## src/rtl/wakedet_pkg.sv

```systemverilog
package wakedet_pkg;

    localparam int ADDR_W = 12;
    localparam int DATA_W = 32;

    localparam logic [ADDR_W-1:0] OFS_STATUS = 12'h310;
    localparam logic [ADDR_W-1:0] OFS_ENABLE = 12'h314;
    localparam logic [ADDR_W-1:0] OFS_CLEAR  = 12'h318;
    localparam logic [ADDR_W-1:0] OFS_PINCFG = 12'h330;
    localparam int               PIN_STRIDE_LG = 3;   // 8-byte stride per pin
    localparam int               CFG_RST_BIT   = 4;

    typedef enum logic [2:0] {
        MD_LOW  = 3'd0,
        MD_HIGH = 3'd1,
        MD_FALL = 3'd2,
        MD_RISE = 3'd3,
        MD_OFF  = 3'd4,
        MD_RSV5 = 3'd5,
        MD_ANY  = 3'd6,
        MD_RSV7 = 3'd7
    } wmode_e;

    // Level-type and edge-type hits are kept apart: a clear overrides a
    // level hit for one cycle but never swallows an edge.
    typedef struct packed {
        logic lvl;
        logic edg;
    } hit_t;

    typedef struct packed {
        logic stat_sel;
        logic en_sel;
        logic clr_sel;
    } regsel_t;

    function automatic hit_t classify(wmode_e m, logic cur, logic prv);
        hit_t h;
        h = '0;
        case (m)
            MD_LOW:  h.lvl = ~cur;
            MD_HIGH: h.lvl = cur;
            MD_FALL: h.edg = prv & ~cur;
            MD_RISE: h.edg = ~prv & cur;
            MD_ANY:  h.edg = prv ^ cur;
            default: h = '0;
        endcase
        return h;
    endfunction

endpackage

```

## src/rtl/wakedet_sync.sv

```systemverilog
module wakedet_sync #(
    parameter int STAGES = 2
) (
    input  logic clk,
    input  logic rst,
    input  logic d,
    output logic q
);
    logic [STAGES-1:0] sh_q;

    always_ff @(posedge clk) begin
        if (rst) sh_q <= '0;
        else     sh_q <= {sh_q[STAGES-2:0], d};
    end

    assign q = sh_q[STAGES-1];
endmodule

```

## src/rtl/wakedet_decode.sv

```systemverilog
module wakedet_decode
    import wakedet_pkg::*;
#(
    parameter int NPINS = 8
) (
    input  logic [ADDR_W-1:0] addr,
    output regsel_t           sel,
    output logic [NPINS-1:0]  cfg_sel
);
    localparam int IW = ADDR_W - PIN_STRIDE_LG;

    logic [ADDR_W-1:0] off;
    logic [IW-1:0]     idx;
    logic              in_rng;

    always_comb begin
        sel.stat_sel = (addr == OFS_STATUS);
        sel.en_sel   = (addr == OFS_ENABLE);
        sel.clr_sel  = (addr == OFS_CLEAR);

        off    = addr - OFS_PINCFG;
        idx    = off[ADDR_W-1:PIN_STRIDE_LG];
        in_rng = (addr >= OFS_PINCFG) && (off[PIN_STRIDE_LG-1:0] == '0)
                 && (idx < IW'(NPINS));
        for (int i = 0; i < NPINS; i++) begin
            cfg_sel[i] = in_rng && (idx == IW'(i));
        end
    end
endmodule

```

## src/rtl/wakedet_chan.sv

```systemverilog
module wakedet_chan
    import wakedet_pkg::*;
#(
    parameter int SYNC_STAGES = 2
) (
    input  logic   clk,
    input  logic   rst,
    input  logic   pin_raw,
    input  logic   cfg_we,
    input  logic [2:0] cfg_mode,
    input  logic   cfg_rst,
    input  logic   clr,
    output logic   stat,
    output logic   level,
    output wmode_e mode,
    output logic   edge_hit
);
    logic   cur;
    logic   prv_q;
    logic   stat_q;
    wmode_e mode_q;
    hit_t   h;

    wakedet_sync #(.STAGES(SYNC_STAGES)) u_sync (
        .clk (clk),
        .rst (rst),
        .d   (pin_raw),
        .q   (cur)
    );

    always_comb h = classify(mode_q, cur, prv_q);

    always_ff @(posedge clk) begin
        if (rst) begin
            prv_q  <= 1'b0;
            mode_q <= MD_OFF;
            stat_q <= 1'b0;
        end else begin
            prv_q <= cur;
            if (cfg_we) mode_q <= wmode_e'(cfg_mode);
            if (cfg_we && cfg_rst) stat_q <= 1'b0;
            else stat_q <= h.edg | ((stat_q | h.lvl) & ~clr);
        end
    end

    assign stat     = stat_q;
    assign level    = cur;
    assign mode     = mode_q;
    assign edge_hit = h.edg;
endmodule

```

## src/rtl/wake_detect_top.sv

```systemverilog
module wake_detect_top
    import wakedet_pkg::*;
#(
    parameter int NPINS       = 8,
    parameter int SYNC_STAGES = 2
) (
    input  logic              clk,
    input  logic              rst,
    input  logic [NPINS-1:0]  pin_i,
    input  logic              bus_wr,
    input  logic [11:0]       bus_addr,
    input  logic [31:0]       bus_wdata,
    output logic [31:0]       bus_rdata,
    output logic              irq_o
);
    regsel_t              sel;
    logic [NPINS-1:0]     cfg_sel;
    logic [NPINS-1:0]     stat_v;
    logic [NPINS-1:0]     lvl_v;
    logic [NPINS-1:0]     edge_hit;
    logic [NPINS-1:0][2:0] mode_v;
    logic [NPINS-1:0]     en_q;

    wakedet_decode #(.NPINS(NPINS)) u_dec (
        .addr    (bus_addr),
        .sel     (sel),
        .cfg_sel (cfg_sel)
    );

    for (genvar g = 0; g < NPINS; g++) begin : g_pin
        wmode_e m;
        wakedet_chan #(.SYNC_STAGES(SYNC_STAGES)) u_ch (
            .clk      (clk),
            .rst      (rst),
            .pin_raw  (pin_i[g]),
            .cfg_we   (bus_wr && cfg_sel[g]),
            .cfg_mode (bus_wdata[3:1]),
            .cfg_rst  (bus_wdata[CFG_RST_BIT]),
            .clr      (bus_wr && sel.clr_sel && bus_wdata[g]),
            .stat     (stat_v[g]),
            .level    (lvl_v[g]),
            .mode     (m),
            .edge_hit (edge_hit[g])
        );
        assign mode_v[g] = m;
    end

    always_ff @(posedge clk) begin
        if (rst)                      en_q <= '0;
        else if (bus_wr && sel.en_sel) en_q <= bus_wdata[NPINS-1:0];
    end

    always_comb begin
        bus_rdata = '0;
        if (sel.stat_sel) bus_rdata[NPINS-1:0] = stat_v;
        if (sel.en_sel)   bus_rdata[NPINS-1:0] = en_q;
        for (int i = 0; i < NPINS; i++) begin
            if (cfg_sel[i]) bus_rdata[3:0] = {mode_v[i], lvl_v[i]};
        end
    end

    assign irq_o = |(stat_v & en_q);
endmodule

```

## config.mk

```make
export PLATFORM = sky130hd
export DESIGN_NAME = wake_detect_top
export DESIGN_NICKNAME = d
export VERILOG_FILES = /design/src/rtl/wakedet_pkg.sv /design/src/rtl/wakedet_sync.sv /design/src/rtl/wakedet_decode.sv /design/src/rtl/wakedet_chan.sv /design/src/rtl/wake_detect_top.sv
export SDC_FILE = /design/constraint.sdc
export NUM_CORES = 1
export LEC_CHECK = 0
export ABC_AREA = 1
export BUFFER_PORTS_ARGS = -buffer_cell sky130_fd_sc_hd__buf_4
export CAP_MARGIN = 20
export CORE_ASPECT_RATIO = 0.6
export CORE_MARGIN = 2
export CORE_UTILIZATION = 55
export CTS_CLUSTER_SIZE = 10
export DETAILED_ROUTE_END_ITERATION = 8
export MAX_ROUTING_LAYER = met4
export PLACE_DENSITY = 0.91
export SLEW_MARGIN = 15
export SYNTH_ARGS = -nofsm -noshare
export SYNTH_HDL_FRONTEND = slang
export SYNTH_SLANG_ARGS = --single-unit
```

## constraint.sdc

```tcl
create_clock -name clk -period 3.4 [get_ports clk]
set_input_delay 0.68 -clock clk [delete_from_list [all_inputs] [get_ports clk]]
set_output_delay 0.68 -clock clk [all_outputs]
set_load 0.1 [all_outputs]
```

==> results.json <==
{
  "period_share_pct": 104.5,
  "yosys.cell_count.top_type": "nand2_1",
  "hold_buffers": 0,
  "vias": 4245,
  "outcome": "finished, violations left",
  "yosys_most_used_dff": "dfxtp_1",
  "dp_cells": 715,
  "slew_violations": 0,
  "synth-seq-area-share_pct": 33.19,
  "placed_area_um2": 4317,
  "rows": 23,
  "portBuffers": 39,
  "ant_nets": 0,
  "yosys-top-cells-count": "nand2_1, inv_1, nor2_1",
  "wl_met3_um": 1721,
  "worstSetupEndpointType": "output port",
  "totalPowerFinal_uw": 1928,
  "nNetsFinal": 717,
  "max_freq_ghz": 0.2814,
  "first_pass_iters": 6,
  "drive_gt1_share_pct": 24.38,
  "setup_viol": 4,
  "core-area_um2": 6734,
  "pin_count": 88,
  "crit_path_frequent_cell": "nand2_1",
  "max_stage_delay_ns": 0.36,
  "clk_latency_ns": 0.34,
  "setup_ws_ns": -0.1541,
  "cts_max_level": 3,
  "top_layer": "met4",
  "synth-seq-cells": 64,
  "synth_top_area_cell": "dfxtp_1",
  "power.leakage_uw": 0.002260,
  "wl_met1_um": 4662,
  "dr.first_iter.drc_count": 564,
  "wl_um": 12150,
  "clk_path_buf_depth": 2,
  "fillers": 496,
  "die_area_um2": 7726,
  "grt_usage_pct": 31.40,
  "start_kind": "input pin",
  "rsz0062_at_grt": "true",
  "fin_area_um2": 4887,
  "relSlewSlack_pct": 48.46,
  "met2_wirelength_um": 5138,
  "grt_pass1_vias": 3763,
  "cpMaxStageDelayCell": "nor2_2",
  "grt_max_degree": 40,
  "grt_pass1_wl_um": 18010,
  "crit_family": "simple AND/OR/NAND/NOR gates",
  "clockRootBuffer": "clkbuf_16",
  "async_reset_ff_share_pct": 0,
  "cts_tree": "done",
  "cp_num_buf_inv": 5,
  "gr-total-overflow": 0,
  "fin_skew_ns": 0.006116,
  "ys_types": 36,
  "fp.dieH_um": 68.89,
  "path_cells": "buf_6 -> buf_6 -> nand2_4 -> nand3_1 -> nand2_2 -> nand3_2 -> inv_2 -> nand3_4 -> nor2_2 -> inv_1 -> nand2_1 -> nand2_1 -> nand2_2 -> nand2_2 -> nand2_1 -> nand2_1 -> nand2_1 -> nand2_1 -> nand2_2 -> buf_12",
  "path_clk_slew_ns": 0.05,
  "num_antenna_cells": 0,
  "crit_arrival_ns": 2.87,
  "hold_class": "flip-flop to flip-flop",
  "syn-instance-count": 576,
  "hold_violations": 0,
  "fin_cells": 735,
  "utilization_pct": 72.58,
  "avgSynthCellArea_um2": 6.701,
  "crit_fanout": 7,
  "drc": 0,
  "synth_edf_count": 0,
  "cts_buffers": 9,
  "gp_congestion": 0.9867,
  "yosys-top-cells-area": "dfxtp_1, nand2_1, inv_1",
  "violations": "setup timing",
  "worstMarginPinSlew_ns": 0.7723,
  "die_w_um": 112.2,
  "worst_ep_required_time_ns": 2.72,
  "antenna_found_initial": 0,
  "timing.hold.ws_ns": 0.3993,
  "power_density_nw_per_um2": 394.5,
  "avgViaCountPerCell": 5.776,
  "syn_area_um2": 3860,
  "period_minus_slack_ns": 3.554,
  "hpwl_um": 8062,
  "initial_core_util_pct": 57.32,
  "yosys_warnings": 0,
  "area_growth_pct": 26.61,
  "peakVddDrop_uv": 360.4,
  "routedWlPerCell_um": 16.54,
  "numClockSinks": 64,
  "reg2reg_slack_ns": 1.89,
  "synth.top_cell.area_share_pct": 33.19,
  "path_class": "input pin to output port",
  "drv_cap": 0
}
[per-stage QoR]
stage / TNS, ns / setup WS (ns)
floorplan: -0.2181 / -0.06364
global placement: -0.2360 / -0.08064
detailed placement: -0.5343 / -0.1551
CTS: -0.006704 / -0.006704
global route: -0.7643 / -0.2539
finish: -0.4235 / -0.1541
[tightest hold or removal path, delay by kind of cell, from the launching register on]
kind / cells / cell delay (ns)
AND/OR/NAND/NOR: 1 / 0.03
buffers and inverters: 1 / 0.04
flip-flops: 1 / 0.29
[cells by family (layout without fill, tap and decap cells)]
family                     after synthesis  after routing  share of synthesized area (%)
buffers and inverters                  142            191                          16.14
other                                    1             24                        0.09715
DFF                                     64             64                          33.19
AOI/OAI and AO/OA                      128            128                          19.16
and+or+nand+nor                        223            223                          25.58
adders and majority gates               18             18                          5.835
[path summary, 6_finish.rpt]
check                                                  start                      endpoint  depth (start not counted)
worst max-delay path                             bus_addr[4]                  bus_rdata[1]                         20
worst min-delay path            g_pin[7].u_ch.u_sync.sh_q[0]  g_pin[7].u_ch.u_sync.sh_q[1]                          2
worst max register to register           g_pin[1].u_ch.prv_q            g_pin[1].u_ch.stat                          7
worst min register to register  g_pin[7].u_ch.u_sync.sh_q[0]  g_pin[7].u_ch.u_sync.sh_q[1]                          2
[layout make-up]
type | count | area (µm²) | share of cell area (%)
well taps | 87 | 108.9 | 2.227
inverters | 109 | 416.7 | 8.525
flip-flops and latches | 64 | 1281 | 26.22
multi-input cells | 393 | 2235 | 45.72
clock inverters | 3 | 17.52 | 0.3584
repair buffers | 67 | 571.8 | 11.70
clock buffers | 12 | 256.5 | 5.248
[where the power goes]
group          switching, µW  internal [µW]
logic                    235           68.5
clock network            329            526
registers               7.20            762
total                    571           1360
[timing repair]
action                     CTS  global route
gates resized for setup     26            46
setup endpoints to repair    4             4
setup buffers                3             2
pin swaps                   11            31
[layer usage]
| layer | GRT usage (%) | vias to the layer above |
|---|---|---|
| li1 | - | 1937 |
| met3 | 11.80 | 80 |
| met4 | 13.11 | 0 |
| met5 | - | - |
| met1 | 37.82 | 1885 |
| met2 | 48.27 | 343 |
[sequential cells by signal, indices dropped and copies added (netlist names)]
| signal | count |
|---|---|
| g_pin.u_ch.stat | 8 |
| g_pin.u_ch.u_sync.sh_q | 16 |
| g_pin.u_ch.prv_q | 8 |
| en_q | 8 |
| g_pin.u_ch.mode | 24 |
[cells in the final DEF (no fill, tap or decap), types with 2 or more instances in the layout]
| cell | instances |
|---|---|
| buf_6 | 3 |
| buf_4 | 59 |
| a22oi_1 | 2 |
| ha_1 | 17 |
| o21ai_1 | 6 |
| buf_12 | 4 |
| clkinv_2 | 2 |
| inv_1 | 93 |
| nor3_1 | 4 |
| a21oi_1 | 39 |
| dfxtp_1 | 64 |
| a21oi_2 | 2 |
| inv_4 | 3 |
| o22ai_1 | 11 |
| inv_2 | 12 |
| o21ai_0 | 40 |
| o211ai_1 | 8 |
| nand3_1 | 10 |
| nand3_2 | 3 |
| nor2_4 | 8 |
| clkbuf_8 | 2 |
| o41ai_1 | 2 |
| nand4_1 | 5 |
| nand2_1 | 85 |
| nor2_1 | 60 |
| nand2_2 | 24 |
| a211oi_1 | 7 |
| conb_1 | 24 |
| nor2_2 | 9 |
| o2111ai_1 | 3 |
| nand2_4 | 8 |
| clkbuf_16 | 9 |
| nand3_4 | 2 |
| a32oi_1 | 3 |
No activity file was read; power rests on OpenSTA's default activity.
